## src/rtl/clkctl_pkg.sv

```systemverilog
package clkctl_pkg;

  typedef enum logic [1:0] {
    ST_IDLE = 2'd0,
    ST_ADDR = 2'd1,
    ST_DATA = 2'd2,
    ST_SKIP = 2'd3
  } link_state_t;

  localparam int unsigned REG_COUNT = 3;

  // Power-up value of each control register, indexed from the first loaded byte.
  function automatic logic [7:0] reset_value(input int unsigned idx);
    case (idx)
      0:       return 8'hFF;
      1:       return 8'hFF;
      default: return 8'h7D;
    endcase
  endfunction

  // Address byte selects this slave for a write.
  function automatic logic addr_hit(input logic [7:0] b, input logic [6:0] dev);
    return (b[7:1] == dev) && !b[0];
  endfunction

  // Register-driven or strap-driven frequency selection.
  function automatic logic [2:0] pick_freq(input logic [7:0] mode, input logic [2:0] strap);
    return mode[1] ? mode[6:4] : strap;
  endfunction

endpackage

```

## src/rtl/bus_sync.sv

```systemverilog
module bus_sync #(
  parameter int unsigned STAGES = 2
) (
  input  logic clk,
  input  logic rst_n,
  input  logic scl_raw,
  input  logic sda_raw,
  output logic sda_s,
  output logic scl_rise,
  output logic scl_fall,
  output logic start_evt,
  output logic stop_evt
);
  logic [STAGES-1:0] scl_ff;
  logic [STAGES-1:0] sda_ff;
  logic scl_q;
  logic sda_q;
  logic scl_s;

  always_ff @(posedge clk or negedge rst_n) begin
    if (!rst_n) begin
      scl_ff <= '1;
      sda_ff <= '1;
      scl_q  <= 1'b1;
      sda_q  <= 1'b1;
    end else begin
      scl_ff <= {scl_ff[STAGES-2:0], scl_raw};
      sda_ff <= {sda_ff[STAGES-2:0], sda_raw};
      scl_q  <= scl_ff[STAGES-1];
      sda_q  <= sda_ff[STAGES-1];
    end
  end

  assign scl_s     = scl_ff[STAGES-1];
  assign sda_s     = sda_ff[STAGES-1];
  assign scl_rise  = scl_s & ~scl_q;
  assign scl_fall  = ~scl_s & scl_q;
  assign start_evt = scl_s & scl_q & sda_q & ~sda_s;
  assign stop_evt  = scl_s & scl_q & ~sda_q & sda_s;
endmodule

```

## src/rtl/byte_rx.sv

```systemverilog
module byte_rx
  import clkctl_pkg::*;
#(
  parameter logic [6:0]  DEV_ADDR = 7'h69,
  parameter int unsigned IDX_W    = 3
) (
  input  logic             clk,
  input  logic             rst_n,
  input  logic             scl_rise,
  input  logic             scl_fall,
  input  logic             sda_s,
  input  logic             start_evt,
  input  logic             stop_evt,
  output logic             sda_drive_low,
  output logic             byte_evt,
  output logic [7:0]       byte_data,
  output logic [IDX_W-1:0] byte_idx,
  output logic             ignoring
);
  localparam logic [IDX_W-1:0] IDX_MAX = '1;

  link_state_t      st;
  logic [7:0]       shreg;
  logic [3:0]       nbits;
  logic             ack_on;
  logic             evt_q;
  logic [IDX_W-1:0] idx;
  logic             byte_full;
  logic             active;

  assign byte_full = (nbits == 4'd8);
  assign active    = (st == ST_ADDR) || (st == ST_DATA);

  always_ff @(posedge clk or negedge rst_n) begin
    if (!rst_n) begin
      st     <= ST_IDLE;
      shreg  <= '0;
      nbits  <= '0;
      ack_on <= 1'b0;
      evt_q  <= 1'b0;
      idx    <= '0;
    end else begin
      evt_q <= 1'b0;
      if (start_evt) begin
        st     <= ST_ADDR;
        nbits  <= '0;
        ack_on <= 1'b0;
        idx    <= '0;
      end else if (stop_evt) begin
        st     <= ST_IDLE;
        nbits  <= '0;
        ack_on <= 1'b0;
      end else if (active) begin
        if (scl_rise && !byte_full) begin
          shreg <= {shreg[6:0], sda_s};
          nbits <= nbits + 4'd1;
        end else if (scl_fall && ack_on) begin
          // end of the acknowledge pulse
          ack_on <= 1'b0;
          nbits  <= '0;
          if (st == ST_ADDR) begin
            st <= ST_DATA;
          end else if (idx != IDX_MAX) begin
            idx <= idx + IDX_W'(1);
          end
        end else if (scl_fall && byte_full) begin
          if (st == ST_ADDR) begin
            if (addr_hit(shreg, DEV_ADDR)) begin
              ack_on <= 1'b1;
            end else begin
              st <= ST_SKIP;
            end
          end else begin
            ack_on <= 1'b1;
            evt_q  <= 1'b1;
          end
        end
      end
    end
  end

  assign sda_drive_low = ack_on;
  assign byte_evt      = evt_q;
  assign byte_data     = shreg;
  assign byte_idx      = idx;
  assign ignoring      = (st == ST_SKIP);
endmodule

```

## src/rtl/reg_bank.sv

```systemverilog
module reg_bank
  import clkctl_pkg::*;
#(
  parameter int unsigned SKIP  = 4,
  parameter int unsigned IDX_W = 3
) (
  input  logic                       clk,
  input  logic                       rst_n,
  input  logic                       byte_evt,
  input  logic [7:0]                 byte_data,
  input  logic [IDX_W-1:0]           byte_idx,
  input  logic                       commit,
  output logic [REG_COUNT-1:0][7:0]  live
);
  for (genvar g = 0; g < REG_COUNT; g++) begin : g_reg
    localparam logic [IDX_W-1:0] MY_IDX = IDX_W'(SKIP + g);
    localparam logic [7:0]       RST_V  = reset_value(g);
    logic [7:0] shadow;
    logic [7:0] held;
    logic       pend;

    always_ff @(posedge clk or negedge rst_n) begin
      if (!rst_n) begin
        shadow <= RST_V;
        held   <= RST_V;
        pend   <= 1'b0;
      end else if (byte_evt && byte_idx == MY_IDX) begin
        shadow <= byte_data;
        pend   <= 1'b1;
      end else if (commit && pend) begin
        held <= shadow;
        pend <= 1'b0;
      end
    end

    assign live[g] = held;
  end
endmodule

```

## src/rtl/clkgen_ctl_bank.sv

```systemverilog
module clkgen_ctl_bank
  import clkctl_pkg::*;
#(
  parameter logic [6:0]  DEV_ADDR    = 7'h69,
  parameter int unsigned SKIP_BYTES  = 4,
  parameter int unsigned SYNC_STAGES = 2
) (
  input  logic       clk,
  input  logic       rst_n,
  input  logic       scl_in,
  input  logic       sda_in,
  output logic       sda_drive_low,
  input  logic       strap_test,
  input  logic       strap_fs1,
  input  logic       strap_fs0,
  output logic [7:0] out_en_a,
  output logic [7:0] out_en_b,
  output logic [7:0] mode_ctl,
  output logic [2:0] freq_sel_eff
);
  localparam int unsigned IDX_W = $clog2(SKIP_BYTES + REG_COUNT + 1);

  // named internal events, also observed by the bound checker
  logic                      sda_s;
  logic                      scl_rise_evt;
  logic                      scl_fall_evt;
  logic                      start_evt;
  logic                      stop_evt;
  logic                      byte_evt;
  logic [7:0]                byte_data;
  logic [IDX_W-1:0]          byte_idx;
  logic                      ignoring;
  logic [REG_COUNT-1:0][7:0] live;

  bus_sync #(.STAGES(SYNC_STAGES)) u_sync (
    .clk       (clk),
    .rst_n     (rst_n),
    .scl_raw   (scl_in),
    .sda_raw   (sda_in),
    .sda_s     (sda_s),
    .scl_rise  (scl_rise_evt),
    .scl_fall  (scl_fall_evt),
    .start_evt (start_evt),
    .stop_evt  (stop_evt)
  );

  byte_rx #(.DEV_ADDR(DEV_ADDR), .IDX_W(IDX_W)) u_rx (
    .clk           (clk),
    .rst_n         (rst_n),
    .scl_rise      (scl_rise_evt),
    .scl_fall      (scl_fall_evt),
    .sda_s         (sda_s),
    .start_evt     (start_evt),
    .stop_evt      (stop_evt),
    .sda_drive_low (sda_drive_low),
    .byte_evt      (byte_evt),
    .byte_data     (byte_data),
    .byte_idx      (byte_idx),
    .ignoring      (ignoring)
  );

  reg_bank #(.SKIP(SKIP_BYTES), .IDX_W(IDX_W)) u_regs (
    .clk       (clk),
    .rst_n     (rst_n),
    .byte_evt  (byte_evt),
    .byte_data (byte_data),
    .byte_idx  (byte_idx),
    .commit    (stop_evt),
    .live      (live)
  );

  assign out_en_a     = live[0];
  assign out_en_b     = live[1];
  assign mode_ctl     = live[2];
  assign freq_sel_eff = pick_freq(live[2], {strap_test, strap_fs1, strap_fs0});
endmodule

```

## config.mk

```make
export PLATFORM = sky130hd
export DESIGN_NAME = clkgen_ctl_bank
export DESIGN_NICKNAME = d
export VERILOG_FILES = /design/src/rtl/clkctl_pkg.sv /design/src/rtl/bus_sync.sv /design/src/rtl/byte_rx.sv /design/src/rtl/reg_bank.sv /design/src/rtl/clkgen_ctl_bank.sv
export SDC_FILE = /design/constraint.sdc
export NUM_CORES = 1
export LEC_CHECK = 0
export BUFFER_PORTS_ARGS = -buffer_cell sky130_fd_sc_hd__buf_4
export CAP_MARGIN = 10
export CORE_ASPECT_RATIO = 1.1
export CORE_MARGIN = 2
export CORE_UTILIZATION = 50
export DETAILED_ROUTE_END_ITERATION = 8
export PLACE_DENSITY = 0.69
export SLEW_MARGIN = 20
export SYNTH_ARGS = -nofsm -noshare
export SYNTH_HDL_FRONTEND = slang
export SYNTH_HIERARCHICAL = 1
export SYNTH_SLANG_ARGS = --single-unit
```

## constraint.sdc

```tcl
create_clock -name clk -period 1.9 [get_ports clk]
set_input_delay 0.095 -clock clk [delete_from_list [all_inputs] [get_ports clk]]
set_output_delay 0.095 -clock clk [all_outputs]
set_load 0.1 [all_outputs]
```

======== Word level (Yosys, flattened, before mapping) ========
Cells that the tools add are included.
word-level totals
  output and inout port bits .............. 28
  flip-flop bits (word level) ............. 76
cells by class
  bitwise gates (word level) .............. 16
  add/sub/neg operators ................... 2
  equal/unequal tests ..................... 14
  muxes and demuxes ....................... 43
  reductions and logical operators ........ 31
operators by type and width
  kind                   count
  $mux W3                8
  $mux W1                21
  $mux W4                5
  $mux W2                9
  $reduce_bool A2 Y1     6
  $logic_and A1 B1 Y1    10
  $eq A3 B3 Y1 const B   3
  $not A1 Y1             9
  $reduce_and A2 Y1      4
  $reduce_and A4 Y1      2
  $reduce_bool A4 Y1     2
  $and A1 B1 Y1          7
  $eq A7 B7 Y1 const B   1
  $ne A2 B2 Y1 const B   3
  $reduce_and A6 Y1      1
  $reduce_bool A3 Y1     2
  $ne A5 B3 Y1 const B   1
  $reduce_and A5 Y1      1
  $add A4 B1 Y4 const B  1
  $eq A4 B4 Y1 const B   1
  $ne A4 B2 Y1 const B   1
  $add A3 B1 Y3 const B  1
  $ne A3 B2 Y1 const B   1
  $ne A3 B3 Y1 const B   1
  4 further kinds        5

======== Depth between registers and ports, before layout ========
Gate-level depths: netlist of run 1.
  depth in word-level cells ............... 10
  depth in mapped cells ................... 7

======== Hierarchy ========
The synthesis of run 1 kept the hierarchy.
by module, submodules not included
  module           times used  area an instance (um^2)  cells each
  reg_bank         1           2088.3                   115
  byte_rx          1           1007.2                   87
  bus_sync         1           190.2                    10
  clkgen_ctl_bank  1           33.8                     3

======== Worst setup path before layout of run 1 ========
Ideal clock, no wire load.
  path kind ............................... reg2reg
  start ................................... reg u_rx.ack_on (netlist: u_rx/sda_drive_low)
  end ..................................... reg u_rx.idx[1] (netlist: u_rx/byte_idx[1])
  library setup time ...................... 123 ps
  path buffers ............................ 0
  arrival time ............................ 2010 ps
  path slack .............................. -233 ps
  stages on the path, launching flop included .. 5
  path through ............................ dfrtp_1 or4b_4 a211oi_4 mux2i_1 nor2_1
between the ends
  longest elaborated chain between the ends .. 3
RTL lines
  element                       line           text
  start, declared               byte_rx.sv:25  logic ack_on;
  start signal, assigned        byte_rx.sv:39  ack_on <= 1'b0;
  start signal, assigned        byte_rx.sv:47  ack_on <= 1'b0;
  start signal, assigned        byte_rx.sv:52  ack_on <= 1'b0;
  $logic_and A1 B1 Y1           byte_rx.sv:57  end else if (scl_fall && ack_on) begin
  $reduce_bool A2 Y1 (no line)  n/a
  $reduce_and A6 Y1 (no line)   n/a
  end signal, assigned          byte_rx.sv:64  idx <= idx + IDX_W'(1);
  end, declared                 byte_rx.sv:27  logic [IDX_W-1:0] idx;
Every way passes these cells.
A chain may end at the register's enable or synchronous reset.

======== Worst setup path after layout of run 1 ========
  start ................................... reg u_sync.sda_q
  end ..................................... reg u_rx.idx[1] (netlist: u_rx/byte_idx[1])
between the ends
  longest elaborated chain between the ends .. 5
  elaborated cells between the ends (all ways) .. 13
  classes of those cells .................. 3 x eq/ne; 1 x mux; 5 x bitwise; 4 x reduce/logical
RTL lines
  element                      line                   text
  start, declared              bus_sync.sv:17         logic sda_q;
  start signal, assigned       bus_sync.sv:30         sda_q <= sda_ff[STAGES-1];
  $not A1 Y1                   bus_sync.sv:39         assign stop_evt = scl_s & scl_q & ~sda_q & sda_s;
  $and A1 B1 Y1 (2 in a row)   bus_sync.sv:39
  net stop_evt                 clkgen_ctl_bank.sv:28  logic stop_evt;
  $ne A2 B2 Y1 (no line)       n/a
  $reduce_and A6 Y1 (no line)  n/a
The timed path passes the listed nets, and every way through them passes these cells.

==> implementation parameters, run 1 <==
Parameter                              Value

Placed design
  Half-perimeter wire length of the detailed placement result    3670 um
  I/O Buffers    34
  Post-Place Setup Slack    -0.0533 ns
  Gp weighted congestion    0.771
  Placement-stage cell area    3760 um^2

Timing
  Setup repair after global routing missed its margin    yes
  Worst Max-Slew Pin Slew    0.498 ns
  Setup TNS    -0.104 ns
  Worst Slack Setup Final    -0.0523 ns
  Normalized max-slew margin    66.4%
  Final worst path period share    103%
  Maximum clock skew at final layout    0.0110 ns
  Final setup violation count    2
  Hold Vio Cnt, Final    0
  Number of slew-limit violations in the final report    0
  Worst slack on hold paths    0.317 ns
  Max Freq    512 MHz
  Final critical-path required period    1.95 ns

Synth
  Warnings from Yosys    6
  Average footprint of a synthesized cell    15.5 um^2
  Net count after synthesis    226
  Post-synthesis cell area    3310 um^2
  Cells after synthesis    214

Floorplanning
  Initial core utilization    51.1%
  Number of primary I/O pins    35
  Vert. Die Dim    89.3 um
  Die Area    7280 um^2
  Core footprint    6480 um^2
  Chip width    81.5 um
  Row count    31

Clocking
  Post-CTS clock slew at the launch and capture registers of the worst setup and hold paths    0.08 ns
  Worst-case clock buffer depth    2
  Inserted Clock Buffers    9
  Clock insertion delay at the later pin of the skew report    0.34 ns
  Clk root buf    sky130_fd_sc_hd__clkbuf_8
  Clock H-tree levels    3
  Clock Sink Count    76
  Clock tree from TritonCTS    done

Worst setup path
  Startpoint class of the critical path    flop
  Endpoint kind of the worst setup timing path    flop
  Worst setup path category    reg -> reg
  Critical Path AT    2.18 ns
  Required time of the critical path    2.13 ns
  Critical path fanouts, max    4

GRT
  Wire length of the first global-routing pass    8970 um
  Via count of the first global-routing pass    1,807
  Largest net degree at the start of global routing    77
  Number of antenna violations at the first check in global routing    0
  Total global-route track usage    16.8%
  Residual overflow from global routing    0

Cells and area
  Fraction of final layout cells with drive strength greater than 1    68.0%
  NumNets Final    288
  Post-route cell area    4050 um^2
  Share of the core filled with cells in the final layout    62.4%
  Diode insertion count for antenna repair    0
  Area growth from synthesis to final layout    22.3%

Pwr
  Pint    2690 uW
  Portion of total power attributed to sequential cells    51.1%
  Share of total power in the clock network    36.4%
  Switching share of power    25.8%
  Standby leakage power    0.00190 uW
  Worst IR Drop VDD    501 uV
  Power density relative to cell area    897 nW/um^2
  Net load switching power    936 uW
  Combinational Power Share    12.5%

Outcome
  Failing checks    negative setup slack
  Outcome    complete, but fails checks

Drt
  Post-DR vias/cell    5.16
  First-pass detailed-route iteration total    4
  Total vias in the final route    1,874
  DRC Markers    0
  Per-cell routed wire length    15.3 um
  Total wire length after detailed routing    5570 um
  Starting DRC count in detailed routing    57
  Count of antenna-violating nets left after detailed routing    0

Job
  Max_cap viols    0

Min path
  Worst min-delay path class    in -> async
-- through the flow --
stage	total power (uW)	std cells
2_1_floorplan	2090	214
3_3_place_gp	2320	341
3_5_place_dp	2320	341
4_1_cts	3680	363
5_1_grt	3820	363
6_report	3630	363
-- registers in the layout, summed over array words and instances, names as in the netlist, 2 cells and up --
register and flops:
u_regs/g.pend 3, u_sync/scl_ff 2, u_rx/byte_data 8, u_regs/g.shadow 24, u_rx/st 2, u_regs/g.held 24, u_rx/byte_idx 3, u_sync/sda_ff 2
u_rx/nbits 4
-- per-layer routing --
metal | global-route usage [%] | vias up | wire length, um
li1 | - | 892 | -
met1 | 22.6 | 952 | 2590
met2 | 26.0 | 24 | 2760
met3 | 3.03 | 6 | 142
met4 | 8.78 | 0 | 83
met5 | 0 | - | 0
-- timing repair --
| item | 4_1_cts | 5_1_grt |
|---|---|---|
| buffers inserted | 2 | 0 |
| hold buffers | 3 | 0 |
| hold endpoints to repair | 28 | 0 |
| gates cloned | 1 | 0 |
| endpoints found under the setup margin | 10 | 15 |
| resized for setup | 3 | 1 |
-- worst max-delay path: stages, from the launching register on --
cell	delay, ns
sky130_fd_sc_hd__dfstp_2	0.53
sky130_fd_sc_hd__and4b_2	0.24
sky130_fd_sc_hd__or4b_4	0.55
sky130_fd_sc_hd__a211oi_4	0.25
sky130_fd_sc_hd__mux2i_1	0.23
sky130_fd_sc_hd__nor2_1	0.05
-- worst paths after layout --
| check | from | to | cells after the start | slack, ns |
|---|---|---|---|---|
| max | u_sync/sda_q | u_rx/byte_idx[1] | 5 | -0.05 |
| min | rst_n | u_regs/g_reg[2].held[1] | 3 | 0.32 |
| max reg2reg | u_sync/sda_q | u_rx/byte_idx[1] | 5 | -0.05 |
| min reg2reg | u_sync/sda_ff[0] | u_sync/sda_ff[1] | 0 | 0.35 |
| max in group asynchronous | rst_n | u_regs/g_reg[0].shadow[3] | 3 | 1.25 |
| min in group clk | u_sync/sda_ff[0] | u_sync/sda_ff[1] | 0 | 0.35 |
-- placed cells by master (no fill, tap or decap), drive strengths merged, types with 3 or more instances in the layout --
cell	instances
a21oi	4
a21o	5
nand3b	3
nand2	6
clkinv	3
dfstp	50
buf	53
o21ai	3
nor2	7
dfrtp	26
dlygate4sd3	3
mux2	59
clkbuf	10
nand3	3
ha	5
inv	8
-- final cells by class --
class / instances / area (um^2)
fillers: 504 / 2430
flip-flops and latches: 76 / 1970
multi-input cells: 125 / 1290
repair buffers: 56 / 440
clock buffers: 10 / 128
well taps: 82 / 103
clock inverters: 6 / 90.1
inverters: 8 / 30.0
-- power groups by stage --
stage / Sequential, uW / Combinational (uW) / Clock, uW
floorplan: 1850 / 242 / 0
global placement: 1880 / 435 / 0
detailed placement: 1880 / 440 / 0
CTS: 1860 / 458 / 1370
global route: 1880 / 500 / 1440
finish: 1850 / 452 / 1320
No activity file was read; power rests on OpenSTA's default activity.
==> run 2, diff against run 1 <==
--- a/config.mk
+++ b/config.mk
@@ -11,7 +11,7 @@
 export CORE_MARGIN = 2
 export CORE_UTILIZATION = 50
 export DETAILED_ROUTE_END_ITERATION = 8
-export PLACE_DENSITY = 0.69
+export PLACE_DENSITY = 0.75
 export SLEW_MARGIN = 20
 export SYNTH_ARGS = -nofsm -noshare
 export SYNTH_HDL_FRONTEND = slang
==> run 2 against run 1 <==
- the run still ends with negative setup slack left
- global-route usage increased by 0.99 points
- cell count grew 0.28%
- critical path depth unchanged
- core utilization grew 0.15 points
- final area rose by 0.25%
- largest cell class unchanged
- die area unchanged
- sequential share of layout area fell by 0.12 points
- fmax shrank 1.4%
- routed wire length up 5.4%
- clock skew is 0.0031 ns lower
==> implementation parameters, run 2 (synthesis gave the netlist of run 1 again) <==
Parameter                              Value

Clocking
  Worst-case clock buffer depth    2 (unchanged)
  Clock tree from TritonCTS    done
  Clock H-tree levels    3 (unchanged)
  Clock insertion delay at the later pin of the skew report    0.35 ns (about the same)
  Inserted Clock Buffers    9 (unchanged)
  Clk root buf    sky130_fd_sc_hd__clkbuf_8
  Clock Sink Count    76 (unchanged)
  Post-CTS clock slew at the launch and capture registers of the worst setup and hold paths    0.08 ns (about the same)

Drt
  DRC Markers    0 (unchanged)
  Met3 Wirelength    183 um (+29%)
  Met1 Routed Length    2570 um (-0.62%)
  Per-cell routed wire length    16.1 um (+5.1%)
  Total wire length after detailed routing    5870 um (+5.4%)
  Post-DR vias/cell    5.27 (+2.0%)
  Uppermost signal routing layer after detailed routing    met4
  Count of antenna-violating nets left after detailed routing    0 (unchanged)
  Starting DRC count in detailed routing    76 (+33%)
  Routed wire length on met2    2980 um (+8.2%)
  Total vias in the final route    1,917 (+2.3%)
  First-pass detailed-route iteration total    4 (unchanged)

Worst setup path
  Worst-case register-to-register setup slack    -0.08 ns (-0.03 ns)
  Worst R2R Path Depth    5 (unchanged)
  Endpoint kind of the worst setup timing path    flop
  Required time of the critical path    2.14 ns (about the same)
  Critical Path Start    u_sync/sda_q
  Critical Path AT    2.22 ns (+0.04 ns)
  Startpoint class of the critical path    flop
  Worst setup path endpoint    u_rx/byte_idx[2]
  Worst r2r dst    u_rx/byte_idx[2]
  Source of the worst register-to-register timing path    u_sync/sda_q
  Critical path fanouts, max    4 (unchanged)
  Worst setup path category    reg -> reg

Outcome
  Failing checks    negative setup slack
  Outcome    complete, but fails checks

Floorplanning
  Initial core utilization    51.1% (unchanged)
  Die Area    7280 um^2 (unchanged)
  Number of primary I/O pins    35 (unchanged)
  Vert. Die Dim    89.3 um (unchanged)
  Row count    31 (unchanged)
  Core footprint    6480 um^2 (unchanged)
  Chip width    81.5 um (unchanged)

GRT
  Via count of the first global-routing pass    1,963 (+8.6%)
  Wire length of the first global-routing pass    9440 um (+5.2%)
  Total global-route track usage    17.8% (+0.99 points)
  Number of antenna violations at the first check in global routing    0 (unchanged)
  Residual overflow from global routing    0 (unchanged)
  Largest net degree at the start of global routing    41 (-47%)

Cells and area
  Fraction of final layout cells with drive strength greater than 1    68.4% (+0.47 points)
  Area growth from synthesis to final layout    22.6%
  Most common cell after layout, fill and taps aside    sky130_fd_sc_hd__buf_4
  NumNets Final    289 (+0.35%)
  Post-route cell area    4060 um^2 (+0.25%)
  Final cell count without fillers    364 (+0.28%)
  Diode insertion count for antenna repair    0 (unchanged)
  Most frequent cells in the layout    sky130_fd_sc_hd__buf_4, sky130_fd_sc_hd__dfstp_2, sky130_fd_sc_hd__mux2_2

Placed design
  Gp weighted congestion    0.790 (+2.4%)
  Total placed cells including tap cells    344 (+0.88%)
  Placement-stage cell area    3770 um^2 (+0.27%)
  I/O Buffers    34 (unchanged)
  Half-perimeter wire length of the detailed placement result    4050 um (+10%)
  Post-Place Setup Slack    -0.0714 ns (-0.0182 ns)

Pwr
  Switching share of power    25.0% (-0.75 points)
  Net load switching power    943 uW (+0.71%)
  Standby leakage power    0.00191 uW (+0.56%)
  Power density relative to cell area    928 nW/um^2 (+3.5%)
  Total power    3760 uW (+3.7%)
  Combinational Power Share    11.4% (-1.1 points)
  Portion of total power attributed to sequential cells    49.8% (-1.3 points)
  Share of total power in the clock network    38.8% (+2.4 points)
  Worst IR Drop VDD    548 uV (+9.2%)
  Pint    2820 uW (+4.8%)

Timing
  Worst Slack Setup Final    -0.0801 ns (-0.0279 ns)
  Maximum clock skew at final layout    0.00790 ns (-0.00313 ns)
  Final critical-path required period    1.98 ns (+0.0279 ns)
  Final worst path period share    104% (+1.5 points)
  Normalized max-slew margin    66.0% (-0.34 points)
  Max Freq    505 MHz (-1.4%)
  Final setup violation count    11 (+9)
  Setup repair after global routing missed its margin    yes
  Number of slew-limit violations in the final report    0 (unchanged)
  Worst Max-Slew Pin Slew    0.510 ns (+0.0119 ns)
  Hold Vio Cnt, Final    0 (unchanged)

Job
  Max_cap viols    0 (unchanged)

Min path
  Worst min-delay path class    in -> async
run 2: changes by cell type in the layout (fill, tap and decap cells not counted), sizes merged:
cell,before,now
inv,8,9
buf,53,54
clkinv,3,1
bufinv,2,3
run 2: power by group through the flow:
stage | logic, uW | registers [uW] | clock network [uW]
6_report | 428 | 1870 | 1460
5_1_grt | 469 | 1900 | 1570
4_1_cts | 430 | 1880 | 1500
3_5_place_dp | 421 | 1900 | 0
3_3_place_gp | 409 | 1900 | 0
2_1_floorplan | 242 | 1850 | 0
run 2: worst max-delay path, cell delays in order, from the launching register on:
cell	delay, ns
sky130_fd_sc_hd__dfstp_2	0.53
sky130_fd_sc_hd__and4b_2	0.25
sky130_fd_sc_hd__or4b_4	0.55
sky130_fd_sc_hd__a211oi_4	0.26
sky130_fd_sc_hd__mux2i_1	0.23
sky130_fd_sc_hd__nor2_1	0.06
run 2: area by class of cell:
| class | instances | area [um^2] |
|---|---|---|
| Clock buffer | 10 | 128 |
| Clock inverter | 6 | 111 |
| Fill cell | 516 | 2420 |
| Inverter | 8 | 30.0 |
| Multi-Input combinational cell | 125 | 1280 |
| Sequential cell | 76 | 1970 |
| Tap cell | 82 | 103 |
| Timing Repair Buffer | 57 | 435 |
run 2: repair_timing:
action,in CTS,in global routing
endpoints found under the setup margin,10,16
hold endpoints to repair,17,0
resized for setup,0,2
hold buffers,3,0
setup buffers,1,0
pin swaps,0,1
run 2: metal layers:
metal	global-route usage (%)	up-vias
li1	-	903
met1	21.9	960
met2	29.1	42
met3	3.33	12
met4	10.6	0
met5	0	-
run 2: metrics by stage:
stage                     TNS [ns]  utilization [%]  hold slack (ns)
after floorplan             -0.407                -           -0.201
after global placement     -0.0158             58.2           0.0921
after detailed placement    -0.218             58.2           0.0955
after CTS                   -0.368             62.5            0.275
after global routing         -1.05             62.6            0.313
final                       -0.518             62.6            0.271
run 2: worst min path at each step:
stage	start	endpoint	slack (ns)	depth (start not counted)
CTS	rst_n	u_rx/byte_data[6]	0.28	2
finish	rst_n	u_rx/st[1]	0.27	2
global placement	rst_n	u_regs/g_reg[1].pend	0.09	1
floorplan	rst_n	u_regs/g_reg[0].pend	-0.20	0
global route	rst_n	u_rx/st[1]	0.31	2
detailed placement	rst_n	u_rx/st[1]	0.1	1
==> run 3, diff against run 2 <==
--- a/config.mk
+++ b/config.mk
@@ -5,13 +5,16 @@
 export SDC_FILE = /design/constraint.sdc
 export NUM_CORES = 1
 export LEC_CHECK = 0
+export ABC_CLOCK_PERIOD_IN_PS = 2110
 export BUFFER_PORTS_ARGS = -buffer_cell sky130_fd_sc_hd__buf_4
 export CAP_MARGIN = 10
+export CELL_PAD_IN_SITES_DETAIL_PLACEMENT = 0
+export CELL_PAD_IN_SITES_GLOBAL_PLACEMENT = 1
 export CORE_ASPECT_RATIO = 1.1
 export CORE_MARGIN = 2
-export CORE_UTILIZATION = 50
+export CORE_UTILIZATION = 49
 export DETAILED_ROUTE_END_ITERATION = 8
-export PLACE_DENSITY = 0.75
+export PLACE_DENSITY = 0.82
 export SLEW_MARGIN = 20
 export SYNTH_ARGS = -nofsm -noshare
 export SYNTH_HDL_FRONTEND = slang
==> constraint.sdc (replaced) <==
create_clock -name clk -period 2.11 [get_ports clk]
set_input_delay 0.1055 -clock clk [delete_from_list [all_inputs] [get_ports clk]]
set_output_delay 0.1055 -clock clk [all_outputs]
set_load 0.1 [all_outputs]
==> run 3 against run 2 <==
- the flow now finishes without violations
- final area fell by 2.8%
- count of clock-buffer cells in the layout increased by 2
- cell count is 2.5% lower
- worst setup slack gained 0.21 ns
- via count is 2.1% lower
- routed wire length down 4.1%
- sequential share of layout area up 1.4 points
- core utilization is 2.5 points lower
- clock power decreased by 23%
- register-to-register slack gained 0.21 ns
- combinational power shrank 31%
- largest power group unchanged
==> implementation parameters, run 3 (synthesis gave the netlist of run 1 again) <==
Parameter                              Value

Outcome
  Outcome    finished clean

Placed design
  Placement-stage cell area    3710 um^2 (-1.7%)
  I/O Buffers    34 (unchanged)
  Gp weighted congestion    0.769 (-2.6%)
  Half-perimeter wire length of the detailed placement result    3970 um (-2.0%)

Floorplanning
  Number of primary I/O pins    35 (unchanged)
  Row count    31 (unchanged)
  Initial core utilization    50.4% (-0.60 points)
  Core footprint    6560 um^2 (+1.2%)
  Chip width    82.3 um (+0.97%)
  Vert. Die Dim    90.2 um (+0.97%)
  Die Area    7420 um^2 (+1.9%)

Drt
  Starting DRC count in detailed routing    93 (+22%)
  Met3 Wirelength    250 um (+37%)
  DRC Markers    0 (unchanged)
  Total vias in the final route    1,876 (-2.1%)
  Per-cell routed wire length    15.9 um (-1.6%)
  Total wire length after detailed routing    5630 um (-4.1%)
  Met1 Routed Length    2490 um (-3.3%)
  Routed wire length on met2    2800 um (-5.9%)
  First-pass detailed-route iteration total    4 (unchanged)
  Count of antenna-violating nets left after detailed routing    0 (unchanged)
  Uppermost signal routing layer after detailed routing    met4
  Post-DR vias/cell    5.28 (+0.34%)

Worst setup path
  Startpoint class of the critical path    flop
  Worst setup path category    reg -> reg
  Critical Path AT    2.21 ns (about the same)
  Critical path fanouts, max    5 (+1)
  Endpoint kind of the worst setup timing path    flop
  Worst R2R Path Depth    5 (unchanged)
  Worst-case register-to-register setup slack    0.13 ns (+0.21 ns)
  Required time of the critical path    2.34 ns (+0.20 ns)

Clocking
  Post-CTS clock slew at the launch and capture registers of the worst setup and hold paths    0.08 ns (about the same)
  Cts repair resizes    0 (unchanged)
  Clock insertion delay at the later pin of the skew report    0.35 ns (about the same)
  Clk root buf    sky130_fd_sc_hd__clkbuf_8
  Clock H-tree levels    3 (unchanged)
  Clock tree from TritonCTS    done
  Inserted Clock Buffers    9 (unchanged)
  Worst-case clock buffer depth    2 (unchanged)
  Clock Sink Count    76 (unchanged)

GRT
  Total global-route track usage    17.3% (-0.47 points)
  Via count of the first global-routing pass    1,979 (+0.82%)
  Wire length of the first global-routing pass    9720 um (+2.9%)
  Largest net degree at the start of global routing    35 (-15%)
  Residual overflow from global routing    0 (unchanged)
  Number of antenna violations at the first check in global routing    0 (unchanged)

Cells and area
  Most frequent cells in the layout    sky130_fd_sc_hd__dfstp_2, sky130_fd_sc_hd__buf_4, sky130_fd_sc_hd__mux2_2
  Post-route cell area    3940 um^2 (-2.8%)
  Most common cell after layout, fill and taps aside    sky130_fd_sc_hd__dfstp_2
  Fraction of final layout cells with drive strength greater than 1    65.9% (-2.5 points)
  Share of the core filled with cells in the final layout    60.1% (-2.5 points)
  Area growth from synthesis to final layout    19.2%
  NumNets Final    280 (-3.1%)
  Final-layout fill cell count    540 (+4.7%)
  Diode insertion count for antenna repair    0 (unchanged)

Pwr
  Worst IR Drop VDD    551 uV (+0.64%)
  Power density relative to cell area    794 nW/um^2 (-14%)
  Standby leakage power    0.00186 uW (-3.0%)

Timing
  Final worst path period share    93.7% (-10 points)
  Setup repair after global routing missed its margin    no
  Worst Max-Slew Pin Slew    0.481 ns (-0.0284 ns)
  Final critical-path required period    1.98 ns (-0.00207 ns)
  Max Freq    506 MHz (+0.10%)
  Hold Vio Cnt, Final    0 (unchanged)
  Final setup violation count    0 (-11)
  Setup TNS    0 ns (+0.518 ns)
  Normalized max-slew margin    67.9% (+1.9 points)
  Number of slew-limit violations in the final report    0 (unchanged)
  Maximum clock skew at final layout    0.00912 ns (+0.00122 ns)

Min path
  Worst min-delay path class    in -> async

Job
  Max_cap viols    0 (unchanged)
==> run 3: area by class of cell <==
cell class / count / area [um^2] / share of cell area (%)
inverters: 8 / 30.0 / 0.762
multi-input cells: 125 / 1270 / 32.3
flip-flops and latches: 76 / 1970 / 49.9
clock inverters: 4 / 48.8 / 1.24
well taps: 82 / 103 / 2.60
repair buffers: 48 / 368 / 9.33
clock buffers: 12 / 155 / 3.94
==> run 3: final timing paths <==
kind                                  start                         to
max                            u_sync/sda_q           u_rx/byte_idx[2]
min                                   rst_n  u_regs/g_reg[2].shadow[1]
max reg2reg                    u_sync/sda_q           u_rx/byte_idx[2]
min reg2reg                u_sync/scl_ff[0]           u_sync/scl_ff[1]
max in group asynchronous             rst_n  u_regs/g_reg[0].shadow[3]
min in group clk           u_sync/scl_ff[0]           u_sync/scl_ff[1]
==> run 3: per-stage QoR <==
| stage | setup WS [ns] | total power (uW) | hold WS, ns | instances |
|---|---|---|---|---|
| floorplan | 0.144 | 1880 | -0.190 | 214 |
| global placement | 0.205 | 2030 | 0.0689 | 336 |
| detailed placement | 0.149 | 2040 | 0.0727 | 336 |
| CTS | 0.133 | 3180 | 0.235 | 355 |
| global route | 0.0390 | 3290 | 0.263 | 355 |
| finish | 0.132 | 3130 | 0.238 | 355 |
==> run 3: per-layer routing <==
layer / global-route usage (%) / vias up
met1: 22.9 / 949
met3: 5.02 / 8
met4: 7.36 / 0
met5: 0 / -
met2: 26.3 / 39
li1: - / 880
==> run 3: critical path: stages (launching register included) <==
cell                       delay [ns]
sky130_fd_sc_hd__dfstp_2         0.53
sky130_fd_sc_hd__and4b_1         0.24
sky130_fd_sc_hd__or4b_4          0.56
sky130_fd_sc_hd__a211oi_4        0.26
sky130_fd_sc_hd__mux2i_1         0.23
sky130_fd_sc_hd__nor2_1          0.05
==> run 3: repair_timing <==
item / CTS / global route
endpoints found under the hold margin: 12 / 0
hold buffers: 3 / 0
buffers inserted: 0 / 0
==> run 3: report_power, final <==
group / switching, uW / internal, uW
Clock: 507 / 609
Sequential: 155 / 1560
Combinational: 147 / 149
